$ cat config.mk
export PLATFORM = sky130hd
export DESIGN_NAME = drw_dest_ring_writer
export DESIGN_NICKNAME = d
export VERILOG_FILES = /design/src/rtl/drw_pkg.sv /design/src/rtl/drw_ring_regs.sv /design/src/rtl/drw_rx_engine.sv /design/src/rtl/drw_dest_ring_writer.sv
export SDC_FILE = /design/constraint.sdc
export NUM_CORES = 1
export LEC_CHECK = 0
export ABC_AREA = 1
export BUFFER_PORTS_ARGS = -buffer_cell sky130_fd_sc_hd__buf_2
export CORE_MARGIN = 10
export CORE_UTILIZATION = 40
export CTS_BUF_LIST = sky130_fd_sc_hd__clkbuf_4
export DETAILED_ROUTE_END_ITERATION = 10
export GPL_ROUTABILITY_DRIVEN = 0
export PLACE_DENSITY = 0.77
export SKIP_CTS_REPAIR_TIMING = 1
export SLEW_MARGIN = 20
export SYNTH_ARGS = -nofsm -noshare
export SYNTH_HDL_FRONTEND = slang
export SYNTH_SLANG_ARGS = --single-unit
$ cat constraint.sdc
create_clock -name clk -period 2.4 [get_ports clk]
set_clock_uncertainty 0.2 [all_clocks]
set_input_delay 0.12 -clock clk [delete_from_list [all_inputs] [get_ports clk]]
set_output_delay 0.12 -clock clk [all_outputs]
set_load 0.01 [all_outputs]
$ cat src/rtl/drw_pkg.sv
`timescale 1ns/1ps
package drw_pkg;

    localparam int BEAT_BYTES = 4;
    localparam int META_W     = 8;

    typedef enum logic [2:0] {
        ST_IDLE,
        ST_CLEAR,
        ST_FETCH,
        ST_STREAM,
        ST_WRBACK,
        ST_ADVANCE
    } eng_state_t;

    typedef enum logic [1:0] {
        SEL_BASE = 2'd0,
        SEL_SIZE = 2'd1,
        SEL_WIDX = 2'd2,
        SEL_CTRL = 2'd3
    } reg_sel_t;

    // Layout of descriptor word 1 after completion
    typedef struct packed {
        logic [META_W-1:0] xfer_id;
        logic [5:0]        rsvd;
        logic              trunc;
        logic              swapped;
        logic [15:0]       nbytes;
    } cmpl_word_t;

    function automatic logic [31:0] swap_bytes(input logic [31:0] w);
        return {w[7:0], w[15:8], w[23:16], w[31:24]};
    endfunction

endpackage

$ cat src/rtl/drw_ring_regs.sv
`timescale 1ns/1ps
module drw_ring_regs
    import drw_pkg::*;
#(
    parameter int IDX_W = 4
) (
    input  logic             clk,
    input  logic             rst,
    input  logic             reg_we,
    input  logic [1:0]       reg_sel,
    input  logic [31:0]      reg_wdata,
    input  logic             adv_i,
    output logic [31:0]      base_o,
    output logic [IDX_W-1:0] mask_o,
    output logic [IDX_W-1:0] rd_idx_o,
    output logic [IDX_W-1:0] wr_idx_o,
    output logic             swap_en_o,
    output logic             clr_req_o,
    output logic             done_o
);

    logic [31:0]      size_clip;
    logic [31:0]      mask_full;
    logic [IDX_W-1:0] mask_new;

    always_comb begin
        size_clip = (reg_wdata > 32'(IDX_W)) ? 32'(IDX_W) : reg_wdata;
        mask_full = (32'd1 << size_clip) - 32'd1;
        mask_new  = mask_full[IDX_W-1:0];
    end

    always_ff @(posedge clk) begin
        if (rst) begin
            base_o    <= '0;
            mask_o    <= '1;
            rd_idx_o  <= '0;
            wr_idx_o  <= '0;
            swap_en_o <= 1'b0;
            clr_req_o <= 1'b0;
            done_o    <= 1'b0;
        end else begin
            clr_req_o <= 1'b0;
            done_o    <= 1'b0;
            if (adv_i) begin
                rd_idx_o <= (rd_idx_o + 1'b1) & mask_o;
                done_o   <= 1'b1;
            end
            if (reg_we) begin
                case (reg_sel_t'(reg_sel))
                    SEL_BASE: base_o <= {reg_wdata[31:3], 3'b000};
                    SEL_SIZE: begin
                        mask_o    <= mask_new;
                        rd_idx_o  <= '0;
                        wr_idx_o  <= '0;
                        clr_req_o <= 1'b1;
                    end
                    SEL_WIDX: wr_idx_o  <= reg_wdata[IDX_W-1:0] & mask_o;
                    SEL_CTRL: swap_en_o <= reg_wdata[0];
                    default:  ;
                endcase
            end
        end
    end

    AST_IDX_MASKED: assert property (@(posedge clk) disable iff (rst)
        ((rd_idx_o | wr_idx_o) & ~mask_o) == '0);

endmodule

$ cat src/rtl/drw_rx_engine.sv
`timescale 1ns/1ps
module drw_rx_engine
    import drw_pkg::*;
#(
    parameter int IDX_W     = 4,
    parameter int BUF_BYTES = 16
) (
    input  logic              clk,
    input  logic              rst,
    input  logic [31:0]       base_i,
    input  logic [IDX_W-1:0]  mask_i,
    input  logic [IDX_W-1:0]  rd_idx_i,
    input  logic [IDX_W-1:0]  wr_idx_i,
    input  logic              swap_en_i,
    input  logic              clr_req_i,
    output logic              adv_o,
    output logic              desc_rd_en_o,
    output logic [31:0]       desc_rd_addr_o,
    input  logic [31:0]       desc_rd_data_i,
    output logic              desc_wr_en_o,
    output logic [31:0]       desc_wr_addr_o,
    output logic [31:0]       desc_wr_data_o,
    output logic              dat_we_o,
    output logic [31:0]       dat_addr_o,
    output logic [31:0]       dat_wdata_o,
    input  logic              in_valid_i,
    output logic              in_ready_o,
    input  logic [31:0]       in_data_i,
    input  logic              in_last_i,
    input  logic [META_W-1:0] in_meta_i
);

    localparam int CNT_W = $clog2(BUF_BYTES + 1);

    eng_state_t        state;
    logic [31:0]       buf_addr;
    logic [CNT_W-1:0]  byte_cnt;
    logic              trunc_q;
    logic              swap_q;
    logic [META_W-1:0] meta_q;
    logic [IDX_W:0]    clr_cnt;

    logic              avail;
    logic              hs;
    logic              room;
    logic [31:0]       desc_addr;
    logic [IDX_W:0]    clr_last;
    cmpl_word_t        cmpl;

    always_comb begin
        avail     = (rd_idx_i != wr_idx_i);
        desc_addr = base_i + 32'({rd_idx_i, 3'b000});
        clr_last  = {mask_i, 1'b1};
        room      = (32'(byte_cnt) + 32'(BEAT_BYTES)) <= 32'(BUF_BYTES);

        in_ready_o = (state == ST_STREAM);
        hs         = in_valid_i && in_ready_o;

        dat_we_o    = hs && room;
        dat_addr_o  = buf_addr + 32'(byte_cnt);
        dat_wdata_o = swap_q ? swap_bytes(in_data_i) : in_data_i;

        desc_rd_en_o   = (state == ST_IDLE) && in_valid_i && avail && !clr_req_i;
        desc_rd_addr_o = desc_addr;

        cmpl.xfer_id = meta_q;
        cmpl.rsvd    = '0;
        cmpl.trunc   = trunc_q;
        cmpl.swapped = swap_q;
        cmpl.nbytes  = 16'(byte_cnt);

        desc_wr_en_o = (state == ST_CLEAR) || (state == ST_WRBACK);
        if (state == ST_CLEAR) begin
            desc_wr_addr_o = base_i + 32'({clr_cnt, 2'b00});
            desc_wr_data_o = '0;
        end else begin
            desc_wr_addr_o = desc_addr + 32'd4;
            desc_wr_data_o = cmpl;
        end

        adv_o = (state == ST_ADVANCE);
    end

    always_ff @(posedge clk) begin
        if (rst) begin
            state    <= ST_IDLE;
            buf_addr <= '0;
            byte_cnt <= '0;
            trunc_q  <= 1'b0;
            swap_q   <= 1'b0;
            meta_q   <= '0;
            clr_cnt  <= '0;
        end else if (clr_req_i) begin
            state   <= ST_CLEAR;
            clr_cnt <= '0;
        end else begin
            case (state)
                ST_IDLE: if (desc_rd_en_o) begin
                    state    <= ST_FETCH;
                    swap_q   <= swap_en_i;
                    byte_cnt <= '0;
                    trunc_q  <= 1'b0;
                end
                ST_FETCH: begin
                    buf_addr <= desc_rd_data_i;
                    state    <= ST_STREAM;
                end
                ST_STREAM: if (hs) begin
                    if (room) byte_cnt <= byte_cnt + CNT_W'(BEAT_BYTES);
                    else      trunc_q  <= 1'b1;
                    if (in_last_i) begin
                        meta_q <= in_meta_i;
                        state  <= ST_WRBACK;
                    end
                end
                ST_WRBACK:  state <= ST_ADVANCE;
                ST_ADVANCE: state <= ST_IDLE;
                ST_CLEAR: begin
                    if (clr_cnt == clr_last) state <= ST_IDLE;
                    else                     clr_cnt <= clr_cnt + 1'b1;
                end
                default: state <= ST_IDLE;
            endcase
        end
    end

    AST_WB_NONZERO: assert property (@(posedge clk) disable iff (rst)
        (state == ST_WRBACK) |-> (desc_wr_data_o[15:0] != 16'd0));

    AST_WRITE_ON_HANDSHAKE: assert property (@(posedge clk) disable iff (rst)
        dat_we_o |-> (in_valid_i && in_ready_o));

endmodule

$ cat src/rtl/drw_dest_ring_writer.sv
`timescale 1ns/1ps
module drw_dest_ring_writer
    import drw_pkg::*;
#(
    parameter int IDX_W     = 4,
    parameter int BUF_BYTES = 16
) (
    input  logic              clk,
    input  logic              rst,
    input  logic              reg_we,
    input  logic [1:0]        reg_sel,
    input  logic [31:0]       reg_wdata,
    output logic [IDX_W-1:0]  rd_idx_o,
    output logic              desc_rd_en_o,
    output logic [31:0]       desc_rd_addr_o,
    input  logic [31:0]       desc_rd_data_i,
    output logic              desc_wr_en_o,
    output logic [31:0]       desc_wr_addr_o,
    output logic [31:0]       desc_wr_data_o,
    output logic              dat_we_o,
    output logic [31:0]       dat_addr_o,
    output logic [31:0]       dat_wdata_o,
    input  logic              in_valid_i,
    output logic              in_ready_o,
    input  logic [31:0]       in_data_i,
    input  logic              in_last_i,
    input  logic [META_W-1:0] in_meta_i,
    output logic              copy_done_o
);

    logic [31:0]      base;
    logic [IDX_W-1:0] mask;
    logic [IDX_W-1:0] wr_idx;
    logic             swap_en;
    logic             clr_req;
    logic             adv;
    logic             size_wr;

    assign size_wr = reg_we && (reg_sel == SEL_SIZE);

    drw_ring_regs #(.IDX_W(IDX_W)) regs_i (
        .clk       (clk),
        .rst       (rst),
        .reg_we    (reg_we),
        .reg_sel   (reg_sel),
        .reg_wdata (reg_wdata),
        .adv_i     (adv),
        .base_o    (base),
        .mask_o    (mask),
        .rd_idx_o  (rd_idx_o),
        .wr_idx_o  (wr_idx),
        .swap_en_o (swap_en),
        .clr_req_o (clr_req),
        .done_o    (copy_done_o)
    );

    drw_rx_engine #(.IDX_W(IDX_W), .BUF_BYTES(BUF_BYTES)) eng_i (
        .clk            (clk),
        .rst            (rst),
        .base_i         (base),
        .mask_i         (mask),
        .rd_idx_i       (rd_idx_o),
        .wr_idx_i       (wr_idx),
        .swap_en_i      (swap_en),
        .clr_req_i      (clr_req),
        .adv_o          (adv),
        .desc_rd_en_o   (desc_rd_en_o),
        .desc_rd_addr_o (desc_rd_addr_o),
        .desc_rd_data_i (desc_rd_data_i),
        .desc_wr_en_o   (desc_wr_en_o),
        .desc_wr_addr_o (desc_wr_addr_o),
        .desc_wr_data_o (desc_wr_data_o),
        .dat_we_o       (dat_we_o),
        .dat_addr_o     (dat_addr_o),
        .dat_wdata_o    (dat_wdata_o),
        .in_valid_i     (in_valid_i),
        .in_ready_o     (in_ready_o),
        .in_data_i      (in_data_i),
        .in_last_i      (in_last_i),
        .in_meta_i      (in_meta_i)
    );

    AST_READY_NEEDS_BUF: assert property (@(posedge clk) disable iff (rst)
        in_ready_o |-> (rd_idx_o != wr_idx));

    AST_WB_BEFORE_ADV: assert property (@(posedge clk) disable iff (rst)
        ((rd_idx_o != $past(rd_idx_o)) && !$past(size_wr))
        |-> ($past(desc_wr_en_o, 2) && ($past(desc_wr_data_o[15:0], 2) != 16'd0)));

    AST_DONE_STEP: assert property (@(posedge clk) disable iff (rst)
        copy_done_o |-> (rd_idx_o == (IDX_W'($past(rd_idx_o) + 1'b1) & mask)));

endmodule

# After elaboration in Yosys (flattened, before gate mapping)

Index checks and enable logic that the tools add are counted.

Register bits: 99
Logic and storage cells: 101

$add $sub $neg: 9
Magnitude comparators: 2
Equal/unequal tests: 20
Shift operators: 1
Muxes and demuxes: 24
Bitwise logic cells: 5
Reductions and logical operators: 25

Operators by type and width:

| kind                    | number |
|---|---|
| $mux W32                | 4 |
| $add A32 B7 Y32         | 2 |
| $add A32 B3 Y32 const B | 1 |
| $add A32 B5 Y32         | 1 |
| $gt A32 B3 Y1 const B   | 1 |
| $le A32 B5 Y1 const B   | 1 |
| $shl A1 B32 Y4 const A  | 1 |
| $mux W5                 | 3 |
| $pmux W3 S5             | 1 |
| $mux W3                 | 4 |
| $mux W4                 | 3 |
| $reduce_and A2 Y1       | 6 |
| $reduce_and A4 Y1       | 3 |
| $pmux W5 S2             | 1 |
| $reduce_and A5 Y1       | 2 |
| $and A4 B4 Y4           | 2 |
| $pmux W4 S2             | 1 |
| $add A5 B3 Y6 const B   | 1 |
| $eq A3 B2 Y1 const B    | 2 |
| $eq A3 B3 Y1 const B    | 2 |
| $mux W1                 | 6 |
| $ne A2 B1 Y1 const B    | 3 |
| $ne A2 B2 Y1 const B    | 3 |
| $ne A3 B1 Y1 const B    | 2 |
| 20 further kinds        | 30 |

# Logic depth before layout (Yosys ltp)

Gate-level depths: netlist (run 1).

Depth after elaboration: 7
Depth in mapped cells: 14
Gate-level depth less buffers: 14

# By module

A second synthesis (run 1) with hierarchy kept.

Cell total of the unflattened synthesis: 1361
Area, all modules: 8164.1 µm²

By module, submodules not included:

| module        | instances | cells an instance | area each (µm²) | sequential area each (µm²) |
|---|---|---|---|---|
| drw_rx_engine | 1         | 1122              | 6386.1          | 1061.0 |
| drw_ring_regs | 1         | 239               | 1778.0          | 880.8 |

# Worst setup path before layout (run 1)

OpenSTA, ideal clock, no wires.

Path type: reg-to-output
Start: register regs_i.rd_idx_o[0]
End: output port desc_wr_addr_o[19]
Data arrival time: 2.145 ns
Required time: 2.080 ns
Slack: -0.065 ns
Cell stages (with the launch flop): 12
Path through: dfxtp_1 > ha_1 > inv_1 > fa_1 > nand3b_1 > nand3_1 > inv_1 > nor2_1 > nand2_1 > xor2_1 > nand2_1 > nand2_1

Cells in the longest elaborated chain, start to end: 3

RTL lines:

| item                         | line                       | RTL |
|---|---|---|
| start, declared              | drw_ring_regs.sv:15        | `output logic [IDX_W-1:0] rd_idx_o,` |
| start signal, assigned       | drw_ring_regs.sv:45        | `rd_idx_o <= (rd_idx_o + 1'b1) & mask_o;` |
| $add A32 B7 Y32              | drw_rx_engine.sv:52        | `desc_addr = base_i + 32'({rd_idx_i, 3'b000});` |
| named net desc_rd_addr_o[19] | drw_dest_ring_writer.sv:15 | `output logic [31:0] desc_rd_addr_o,` |
| $add A32 B3 Y32              | drw_rx_engine.sv:77        | `desc_wr_addr_o = desc_addr + 32'd4;` |
| $mux W32                     | drw_rx_engine.sv:73        | `if (state == ST_CLEAR) begin` |
| end, declared                | drw_dest_ring_writer.sv:18 | `output logic [31:0] desc_wr_addr_o,` |

The timed path passes the listed nets, and every way through them passes these cells.

# Worst setup path in the final report (run 1)

Start: register regs_i.base_o[3]
End: output port desc_wr_addr_o[19]

Cells in the longest elaborated chain, start to end: 3
Elaborated cells on any way between the ends: 4
Classes of those cells: add/sub (3); mux (1)

RTL lines:

| item                   | line                | RTL |
|---|---|---|
| start, declared        | drw_ring_regs.sv:13 | `output logic [31:0] base_o,` |
| start signal, assigned | drw_ring_regs.sv:50 | `SEL_BASE: base_o <= {reg_wdata[31:3], 3'b000};` |
| $add A32 B7 Y32        | drw_rx_engine.sv:52 |  |
| $add A32 B3 Y32        | drw_rx_engine.sv:77 |  |
| $mux W32 (*)           | drw_rx_engine.sv:73 |  |

Every way passes the cells marked *; elsewhere a longest branch is shown, timed or not.

==> impl_metrics.env, run 1 <==
export IMPL_status="complete, but fails checks"
export IMPL_violations="setup timing"
export IMPL_detailedPlacementHpwl_um=19800
export IMPL_worstRegToRegCells=6
export IMPL_ys_seq_area_share_pct=27.1
export IMPL_synth_distinct_cells=41
export IMPL_synthesis_instances=1143
export IMPL_final_layout_size_suffix_gt1_share_pct=33.6
export IMPL_tritonroute_pass_1_iters=5
export IMPL_cpLargestDelayFamily="simple AND/OR/NAND/NOR gates"
export IMPL_global_router_s_overall_resource_usage_pct=19.3
export IMPL_synth_avg_cell_area_sq_um=6.27
export IMPL_clockBufferDepth=2
export IMPL_areaGrowthSynthToFinish_pct=47.1
export IMPL_clkTransAtPathRegs_ps=160
export IMPL_mostFrequentLayoutCells="buf_2, nand2_1, inv_1, nor2_1, o21ai_0"
export IMPL_critical_path_startpoint_type="flop"
export IMPL_power_leakage_nw=5.04
export IMPL_critical_path_buf_inv_count=4
export IMPL_regToRegStartpoint="eng_i.state[1]"
export IMPL_ctsHtreeMaxLevel=3
export IMPL_initial_core_util_pct=41.2
export IMPL_drt_iter0_markers=815
export IMPL_cts_root_buf="clkbuf_4"
export IMPL_final_nets=1629
export IMPL_ys_seq_elements=97
export IMPL_placeableCoreArea_sq_mm=0.0174
export IMPL_place_area_sq_mm=0.00872
export IMPL_crit_slowest_cell="dfxtp_4"
export IMPL_fin_worst_hold_slack_ps=43.0
export IMPL_yosys_top_cells_area="dfxtp_1, nand2_1, inv_1"
export IMPL_worstPathCellList="ha_4, inv_4, fa_2, nand3b_1, nand2_2, inv_2, nor2_4, buf_6, nand2_1, xor2_1, nand2_1, nand2_1, buf_2"
export IMPL_pin_count_of_the_biggest_net_entering_global_routing=65
export IMPL_chipWidth_um=154
export IMPL_rsz_0062_raised_after_global_routing="yes"
export IMPL_worst_path_largest_cell_delay_ps=410
export IMPL_port_buffers=255
export IMPL_required_time_of_the_worst_setup_path_ps=2080
export IMPL_clock_insertion_delay_worst_skew_ps=510
export IMPL_grt_pass1_vias=7603
export IMPL_post_synth_top_area_cell="dfxtp_1"
export IMPL_die_height_um=154
export IMPL_startpoint="regs_i.base_o[3]"
export IMPL_hold_path_startpoint="reg_sel[1]"
export IMPL_numClockSinks=97
export IMPL_path_max_fanout=4
export IMPL_min_path_type="in2reg"
export IMPL_wl_per_cell_um=16.2
export IMPL_cts_buffer_count=9
export IMPL_global_route_wire_length_before_repair_um=38200
export IMPL_mostFrequentLayoutCell="buf_2"
export IMPL_critPathMostFrequentCell="nand2_1"
export IMPL_report_final_setup_viol=76
export IMPL_vias_per_cell=5.12
export IMPL_pwr_density_cell_mw_per_mm2=565
export IMPL_grt_ovfl_total=0
export IMPL_route_antenna_remaining_nets=0
export IMPL_synth_top_area_share_pct=27.1
export IMPL_routed_wl_um=28000
export IMPL_rr_endpoint="eng_i.clr_cnt[2]"
export IMPL_worst_path_stages=13
export IMPL_worst_ep_arrival_ps=2550
export IMPL_hold_violations=0
export IMPL_min_period_over_period_pct=120
export IMPL_grt_antenna_before_repair=2
export IMPL_post_route_worst_setup_slack_ps=-471
export IMPL_maxCapViolations=0
export IMPL_setup_reg_to_reg_worst_slack_ps=490
export IMPL_report_final_slew_viol_count=0
export IMPL_dieArea_sq_mm=0.0237
export IMPL_yosys_warnings=0
export IMPL_cp_end_kind="output pin"
export IMPL_worst_slew_margin_rel_pct=64.1
export IMPL_vias=8852
export IMPL_worstSetupPathType="reg2out"
export IMPL_synthesis_area_sq_mm=0.00717
export IMPL_placement_rows=48
export IMPL_worst_ir_drop_vdd_uv=500
export IMPL_drc=0
export IMPL_io_pins=280
export IMPL_cts_tree="done"
export IMPL_worstMarginPinSlew_ps=533
export IMPL_fmaxAchievable_ghz=0.348
export IMPL_stdcell_area_sq_mm=0.0105
export IMPL_capture_point_of_the_critical_path="desc_wr_addr_o[19]"
export IMPL_period_needed_ps=2870
-- layer usage --
layer  vias to the layer above  share of wire [%]  GRT usage (%)
met5                         -                  0              0
met4                         0                2.9           7.06
met3                        76                8.3           5.44
met2                       472                 51           32.9
met1                      4011                 38           22.6
li1                       4293                  -              -
-- stage by stage --
step	util (%)	power, mW	worst slack, ps	TNS, ps	std cells
5_1_grt	60.5	6.36	-616	-27420	1729
4_1_cts	50.8	5.61	-654	-29180	1626
2_1_floorplan	-	3.75	18.2	0	1166
3_3_place_gp	50.1	4.68	-0.0142	-0.0142	1610
6_report	60.5	5.96	-471	-18120	1729
3_5_place_dp	50.1	4.72	-77.1	-263	1610
-- how the worst min path moves through the flow --
stage	endpoint	slack (ps)	depth (start not counted)
after global placement	eng_i.meta_q[7]	160	3
after global routing	regs_i.wr_idx_o[3]	60	6
after detailed placement	eng_i.meta_q[5]	160	3
final	regs_i.wr_idx_o[3]	40	6
after floorplan	eng_i.byte_cnt[4]	-10	1
after CTS	eng_i.meta_q[5]	-390	3
-- Yosys cell counts, drive strengths merged --
master    n
a211oi    4
a21oi    92
a311oi    2
and2      2
and3      1
buf      38
clkbuf   26
clkinv    1
conb      1
dfxtp    97
fa        2
ha       19
inv     157
nand2   255
nand3    55
nand3b    3
nand4    16
nor2    141
nor3     32
nor3b     1
nor4      6
o21ai   118
o22ai     2
or2       3
xnor2    10
xor2     59
-- registers in the layout (all words and copies together) (netlist names) --
name and cells:
eng_i.swap_q 1, eng_i.meta_q 8, eng_i.state 3, eng_i.trunc_q 1, regs_i.swap_en_o 1, regs_i.clr_req_o 1, regs_i.mask_o 4, eng_i.byte_cnt 3
regs_i.wr_idx_o 4, eng_i.clr_cnt 5, regs_i.done_o 1, regs_i.base_o 29, regs_i.rd_idx_o 4, eng_i.buf_addr 32
-- worst register-to-register path: cells and delay by family, from the launching register on --
family        cells  cell delay [ps]
flops             1              430
buf+inv           2              460
simple gates      4              720
-- logic make-up (layout without fill, tap and decap cells) --
| family | Yosys count | in the layout | synth area share (%) |
|---|---|---|---|
| and+or+nand+nor | 515 | 515 | 31.5 |
| buffers and inverters | 222 | 558 | 13.2 |
| AOI/OAI and AO/OA | 218 | 218 | 15.7 |
| DFF | 97 | 97 | 27.1 |
| xor gates and xnor gates | 69 | 69 | 8.53 |
| adders and majority gates | 21 | 21 | 3.87 |
| other | 1 | 26 | 0.0523 |
-- area by class of cell --
class / count / area, sq um
antenna: 2 / 5.00
timing repair buffer: 384 / 2540
sequential: 97 / 1980
tap: 225 / 282
multi-input combinational: 847 / 5000
fill: 1498 / 6870
inverter: 158 / 608
clock inverter: 7 / 62.6
clock buffer: 9 / 67.6
-- report_power, final --
group | switching (mW) | internal (mW) | leakage, nW
registers | 0.317 | 1.91 | 0.804
logic | 1.75 | 1.09 | 4.17
clock network | 0.654 | 0.232 | 0.0626
total | 2.72 | 3.23 | 5.04
(Power assumes the default switching activity.)
==> inputs of run 2 (changes only) <==
--- a/config.mk
+++ b/config.mk
@@ -5,14 +5,13 @@
 export SDC_FILE = /design/constraint.sdc
 export NUM_CORES = 1
 export LEC_CHECK = 0
-export ABC_AREA = 1
 export BUFFER_PORTS_ARGS = -buffer_cell sky130_fd_sc_hd__buf_2
 export CORE_MARGIN = 10
 export CORE_UTILIZATION = 40
 export CTS_BUF_LIST = sky130_fd_sc_hd__clkbuf_4
 export DETAILED_ROUTE_END_ITERATION = 10
 export GPL_ROUTABILITY_DRIVEN = 0
-export PLACE_DENSITY = 0.77
+export PLACE_DENSITY = 0.78
 export SKIP_CTS_REPAIR_TIMING = 1
 export SLEW_MARGIN = 20
 export SYNTH_ARGS = -nofsm -noshare
==> run 2 against run 1 <==
Net effect:
- final cell count down 16%
- fmax down 4.1%
- critical path type unchanged
- worst hold slack worse by 40 ps
- count of clock-buffer cells in the layout up 1
- die area down 9.3%
- routed wire length down 3.4%
- combinational power down 72%
- global-route usage up 0.11 points
- total power down 43%
- first-iteration DRC count down 12%
- final area down 4.1%
- largest cell class unchanged
- sequential power down 24%
- the flow still finishes with violations (setup timing)
==> impl_metrics.env, run 2 <==
export IMPL_status="complete, but fails checks"
export IMPL_violations="setup timing"
export IMPL_worst_ep_arrival_ps=2670
export IMPL_worstSetupPathType="reg2out"
export IMPL_global_route_wire_length_before_repair_um=34900
export IMPL_ys_seq_area_share_pct=30.3
export IMPL_post_synth_top_area_cell="dfxtp_1"
export IMPL_synth_distinct_cells=58
export IMPL_ys_flop_type="dfxtp_1"
export IMPL_post_route_worst_setup_slack_ps=-594
export IMPL_worst_ir_drop_vdd_uv=235
export IMPL_clkTransAtPathRegs_ps=170
export IMPL_capture_point_of_the_critical_path="desc_wr_addr_o[23]"
export IMPL_ys_seq_elements=97
export IMPL_reg_with_most_ffs="eng_i.buf_addr"
export IMPL_pwr_share_clk_pct=27.0
export IMPL_mostFrequentLayoutCells="buf_2, nand2_1, dlygate4sd3_1, a21oi_1, dfxtp_1"
export IMPL_crit_slowest_cell="dfxtp_2"
export IMPL_hold_path_cell_count=4
export IMPL_yosys_warnings=0
export IMPL_register_share_of_total_power_pct=49.8
export IMPL_mostFrequentLayoutCell="buf_2"
export IMPL_fmaxAchievable_ghz=0.334
export IMPL_route_antenna_remaining_nets=0
export IMPL_post_layout_total_power_mw=3.41
export IMPL_synthesis_instances=840
export IMPL_areaGrowthSynthToFinish_pct=57.8
export IMPL_placement_rows=46
export IMPL_cp_end_kind="output pin"
export IMPL_place_area_sq_mm=0.00814
export IMPL_routed_wl_um=27000
export IMPL_reg_top3="eng_i.buf_addr (32), regs_i.base_o (29), eng_i.meta_q (8)"
export IMPL_synthesis_area_sq_mm=0.00641
export IMPL_synth_top_area_share_pct=30.3
export IMPL_rr_endpoint="eng_i.byte_cnt[4]"
export IMPL_pre_cts_ws_ps=-43.0
export IMPL_cts_buffer_count=9
export IMPL_min_path_type="in2reg"
export IMPL_grt_antenna_before_repair=5
export IMPL_port_buffers=255
export IMPL_setup_reg_to_reg_worst_slack_ps=190
export IMPL_pin_count_of_the_biggest_net_entering_global_routing=45
export IMPL_synth_avg_cell_area_sq_um=7.63
export IMPL_fin_worst_hold_slack_ps=3.34
export IMPL_critical_path_buf_inv_count=3
export IMPL_placeableCoreArea_sq_mm=0.0158
export IMPL_vias_per_cell=5.34
export IMPL_worst_path_stages=10
export IMPL_critical_path_startpoint_type="flop"
export IMPL_vias=7727
export IMPL_detailedPlacementHpwl_um=17300
export IMPL_cts_tree="done"
export IMPL_synth_most_common_cell="nand2_1"
export IMPL_yosys_top_cells_area="dfxtp_1, nand2_1, xnor2_1"
export IMPL_stdcell_count=1447
export IMPL_dieArea_sq_mm=0.0215
export IMPL_regToRegStartpoint="regs_i.rd_idx_o[1]"
export IMPL_worst_path_largest_cell_delay_ps=400
export IMPL_worstRegToRegCells=8
export IMPL_final_layout_size_suffix_gt1_share_pct=42.2
export IMPL_pwr_density_cell_mw_per_mm2=337
export IMPL_drc=0
export IMPL_flip_flop_count_of_the_largest_register_all_copies_and_words_added=32
export IMPL_synth_async_reset_ratio_pct=0
export IMPL_global_router_s_overall_resource_usage_pct=19.5
export IMPL_ctsHtreeMaxLevel=3
export IMPL_io_pins=280
export IMPL_grt_pass1_vias=6809
export IMPL_p_sw_mw=1.06
export IMPL_hold_violations=0
export IMPL_worstPathCellList="buf_6, ha_4, inv_2, fa_2, nor2b_2, o21ai_2, a22o_2, nor3_2, xor2_1, buf_2"
export IMPL_tritonroute_pass_1_iters=6
export IMPL_report_final_setup_viol=71
export IMPL_startpoint="regs_i.base_o[3]"
export IMPL_cpLargestDelayFamily="adder cells"
export IMPL_final_nets=1353
export IMPL_numPlacedInstances=1318
export IMPL_wl_per_cell_um=18.7
export IMPL_worstMarginPinSlew_ps=503
export IMPL_synth_edff_count=0
export IMPL_stdcell_area_sq_mm=0.0101
export IMPL_initial_core_util_pct=40.6
export IMPL_power_internal_mw=2.35
export IMPL_grt_ovfl_total=0
export IMPL_report_final_slew_viol_count=0
export IMPL_clockBufferDepth=2
export IMPL_period_needed_ps=2990
export IMPL_path_max_fanout=6
export IMPL_die_height_um=147
export IMPL_numClockSinks=97
export IMPL_fraction_of_power_consumed_by_combinational_cells_pct=23.2
export IMPL_synth_commonest_cells="nand2_1, dfxtp_1, a21oi_1"
export IMPL_drt_iter0_markers=714
export IMPL_switching_share_pct=31.1
export IMPL_required_time_of_the_worst_setup_path_ps=2080
export IMPL_min_period_over_period_pct=125
export IMPL_rsz_0062_raised_after_global_routing="yes"
export IMPL_chipWidth_um=147
export IMPL_power_leakage_nw=4.70
export IMPL_cts_root_buf="clkbuf_4"
export IMPL_worst_slew_margin_rel_pct=66.1
export IMPL_maxCapViolations=0
export IMPL_clock_insertion_delay_worst_skew_ps=500
run 2: changes by cell type in the layout (fill, tap and decap cells not counted), moves of 14 or more:
cell	previous run	this run
and2_1	0	18
buf_4	33	59
inv_1	137	11
mux2_2	0	32
nand2_1	221	168
nand2_2	30	4
nand3_1	45	20
nor2_1	111	39
nor2_2	21	3
o21ai_0	98	5
xnor2_1	8	51
xnor2_2	2	17
xor2_1	43	24
xor2_2	16	2
run 2: kinds of logic (layout without fill, tap and decap cells):
logic type,after synthesis,count (layout),synth area share [%]
mux,42,42,7.18
other cells,1,29,0.0585
flops,97,97,30.3
buf+inv,89,452,6.91
xor+xnor,94,94,12.8
fa+ha+maj,21,21,4.33
compound gates,118,118,10.5
simple gates,378,378,27.8
run 2: area by class of cell:
cell class	count	area (sq um)
timing repair buffer	423	2850
multi-input combinational	677	4820
fill	1249	5660
tap	216	270
sequential	97	1970
clock inverter	6	58.8
antenna	5	12.5
inverter	13	48.8
clock buffer	10	75.1
run 2: stage by stage:
| step | TNS (ps) | util, % |
|---|---|---|
| 3_5_place_dp | -170 | 51.6 |
| 3_3_place_gp | 0 | 51.6 |
| 6_report | -25040 | 64.1 |
| 2_1_floorplan | 0 | - |
| 4_1_cts | -30710 | 52.4 |
| 5_1_grt | -33670 | 64.1 |
run 2: worst register-to-register path, stage by stage (launching register included):
cell,delay (ps)
dfxtp_2,370
buf_6,110
buf_4,140
xor2_1,270
nor4_2,90
a211oi_1,440
buf_4,200
nand3b_1,80
a211oi_1,220
run 2: how the worst min path moves through the flow:
stage	start	to	slack [ps]
after floorplan	rst	regs_i.clr_req_o	40
after global placement	in_meta_i[0]	eng_i.meta_q[0]	150
after detailed placement	desc_rd_data_i[26]	eng_i.buf_addr[26]	170
after CTS	desc_rd_data_i[26]	eng_i.buf_addr[26]	-400
after global routing	reg_sel[1]	regs_i.wr_idx_o[2]	10
final	reg_sel[1]	regs_i.wr_idx_o[2]	3
run 2: power by group through the flow:
stage | sequential [mW] | clock, mW | combinational, mW
CTS | 1.69 | 0.929 | 0.618
floorplan | 1.72 | 0 | 0.351
finish | 1.70 | 0.921 | 0.791
global route | 1.71 | 0.992 | 0.851
detailed placement | 1.73 | 0 | 0.615
global placement | 1.72 | 0 | 0.604
run 2: metal layers:
metal	up-vias	global-route usage (%)	part of all wire [%]
li1	3554	-	-
met1	3562	22.5	36
met2	470	33.8	50
met3	141	4.82	7.4
met4	0	7.51	5.9
met5	-	0	0
==> inputs of run 3 (changes only) <==
--- a/config.mk
+++ b/config.mk
@@ -6,7 +6,6 @@
 export NUM_CORES = 1
 export LEC_CHECK = 0
 export BUFFER_PORTS_ARGS = -buffer_cell sky130_fd_sc_hd__buf_2
-export CORE_MARGIN = 10
 export CORE_UTILIZATION = 40
 export CTS_BUF_LIST = sky130_fd_sc_hd__clkbuf_4
 export DETAILED_ROUTE_END_ITERATION = 10
==> run 3 against run 2 <==
Net effect:
- the run still ends with setup timing left
- fmax down 4.0%
- sequential power about the same
- final cell count is essentially flat
- critical path depth is the same
- core utilization grew 1.7 points
- die area down 23%
- final area up 0.41%
- worst hold slack improved by 67 ps
- setup slack lost 130 ps
- clock power rose by 19%
- routed wire length down 10%
- largest cell class unchanged
- largest power group unchanged
- highest routed layer unchanged
==> impl_metrics.env, run 3 (synthesis results as in run 2) <==
export IMPL_status="complete, but fails checks"
export IMPL_violations="setup timing"
export IMPL_mostFrequentLayoutCells="buf_2, nand2_1, dlygate4sd3_1, buf_4"
export IMPL_dieArea_sq_mm=0.0165
export IMPL_detailedPlacementHpwl_um=14900
export IMPL_final_layout_size_suffix_gt1_share_pct=41.3
export IMPL_initial_core_util_pct=41.5
export IMPL_post_route_worst_setup_slack_ps=-720
export IMPL_clock_insertion_delay_worst_skew_ps=490
export IMPL_fmaxAchievable_ghz=0.321
export IMPL_port_buffers=255
export IMPL_hold_path_startpoint="reg_wdata[23]"
export IMPL_worst_slew_margin_rel_pct=60.8
export IMPL_maxUsedRoutingLayer="met4"
export IMPL_worstMarginPinSlew_ps=580
export IMPL_rsz_0062_raised_after_global_routing="yes"
export IMPL_power_leakage_nw=4.71
export IMPL_tritonroute_pass_1_iters=5
export IMPL_areaGrowthSynthToFinish_pct=58.4
export IMPL_min_period_over_period_pct=130
export IMPL_report_final_slew_viol_count=0
export IMPL_grt_ovfl_total=0
export IMPL_cts_tree="done"
export IMPL_grt_pass1_vias=6038
export IMPL_maxCapViolations=0
export IMPL_worst_ep_arrival_ps=2800
export IMPL_io_pins=280
export IMPL_ctsHtreeMaxLevel=3
export IMPL_pin_count_of_the_biggest_net_entering_global_routing=40
export IMPL_hold_violations=0
export IMPL_placement_rows=45
export IMPL_required_time_of_the_worst_setup_path_ps=2080
export IMPL_startpoint="regs_i.rd_idx_o[1]"
export IMPL_drt_iter0_markers=421
export IMPL_chipWidth_um=129
export IMPL_period_needed_ps=3120
export IMPL_vias_per_cell=5.36
export IMPL_worst_ir_drop_vdd_uv=372
export IMPL_critical_path_startpoint_type="flop"
export IMPL_path_max_fanout=6
export IMPL_numClockSinks=97
export IMPL_worstSetupPathType="reg2out"
export IMPL_global_router_s_overall_resource_usage_pct=22.4
export IMPL_report_final_setup_viol=68
export IMPL_flip_flop_count_of_the_largest_register_all_copies_and_words_added=32
export IMPL_clockBufferDepth=2
export IMPL_cts_root_buf="clkbuf_4"
export IMPL_fillCellCount=1205
export IMPL_crit_slowest_cell="dfxtp_1"
export IMPL_global_route_wire_length_before_repair_um=29400
export IMPL_met3WireLength_um=1520
export IMPL_route_antenna_remaining_nets=0
export IMPL_mostFrequentLayoutCell="buf_2"
export IMPL_pwr_density_cell_mw_per_mm2=353
export IMPL_cp_end_kind="output pin"
export IMPL_m1WireLength_um=9280
export IMPL_reg_with_most_ffs="eng_i.buf_addr"
export IMPL_regToRegStartpoint="regs_i.rd_idx_o[1]"
export IMPL_clkTransAtPathRegs_ps=170
export IMPL_cts_buffer_count=9
export IMPL_detailed_routed_wire_length_on_met2_um=12400
export IMPL_reg_top3="eng_i.buf_addr (32), regs_i.base_o (29), eng_i.meta_q (8)"
export IMPL_final_nets=1364
export IMPL_min_path_type="in2reg"
export IMPL_wl_per_cell_um=16.8
export IMPL_drc=0
export IMPL_die_height_um=129
export IMPL_grt_antenna_before_repair=1
export IMPL_worstPathCellList="buf_4, inv_1, fa_2, nand2b_4, o2bb2ai_4, a22oi_2, buf_6, nand3_4, xnor2_2, buf_2"
export IMPL_worst_path_largest_cell_delay_ps=430
export IMPL_placeableCoreArea_sq_mm=0.0154
export IMPL_fin_worst_hold_slack_ps=70.5
export IMPL_post_layout_total_power_mw=3.59
export IMPL_routed_wl_um=24300
export IMPL_vias=7759
-- run 3: metal layers --
layer | vias to the layer above | track usage [%]
met5 | - | 0
met4 | 0 | 9.97
met3 | 114 | 3.28
met2 | 425 | 37.2
met1 | 3636 | 28.9
li1 | 3584 | -
-- run 3: through the flow --
step	setup slack, ps	utilization (%)	cell area (sq um)	TNS [ps]	cells
floorplan	8.56	-	6520	0	863
global placement	-220	53.2	8200	-2920	1324
detailed placement	-267	53.2	8200	-3690	1324
CTS	-846	54.3	8380	-34580	1339
global route	-790	65.8	10200	-28220	1448
finish	-720	65.8	10200	-20870	1448
-- run 3: cell type report --
class	instances	area (sq um)	share of cell area, %
multi-input cells	677	4810	47.3
flip-flops and latches	97	1970	19.4
repair buffers	434	2890	28.4
clock buffers	9	67.6	0.666
diodes	1	2.50	0.0246
well taps	211	264	2.60
clock inverters	6	108	1.06
inverters	13	48.8	0.481
-- run 3: final timing paths --
kind	slack [ps]	end	cells past startpoint
worst min-delay path	70	regs_i.mask_o[3]	5
worst min register to register	260	eng_i.buf_addr[0]	2
worst max register to register	240	eng_i.byte_cnt[4]	8
worst max-delay path	-720	desc_wr_addr_o[27]	10
-- run 3: where the power goes --
part | internal [mW] | leakage [nW] | switching, mW
Sequential | 1.65 | 0.793 | 0.0461
Combinational | 0.386 | 3.83 | 0.403
Clock | 0.519 | 0.0934 | 0.582
Total | 2.56 | 4.71 | 1.03
-- run 3: critical path, delay by kind of cell (launching register included) --
family,cells,cell delay (ps)
compound gates,2,490
buf+inv,4,570
simple gates,2,250
flops,1,430
fa+ha+maj,1,370
xor+xnor,1,220
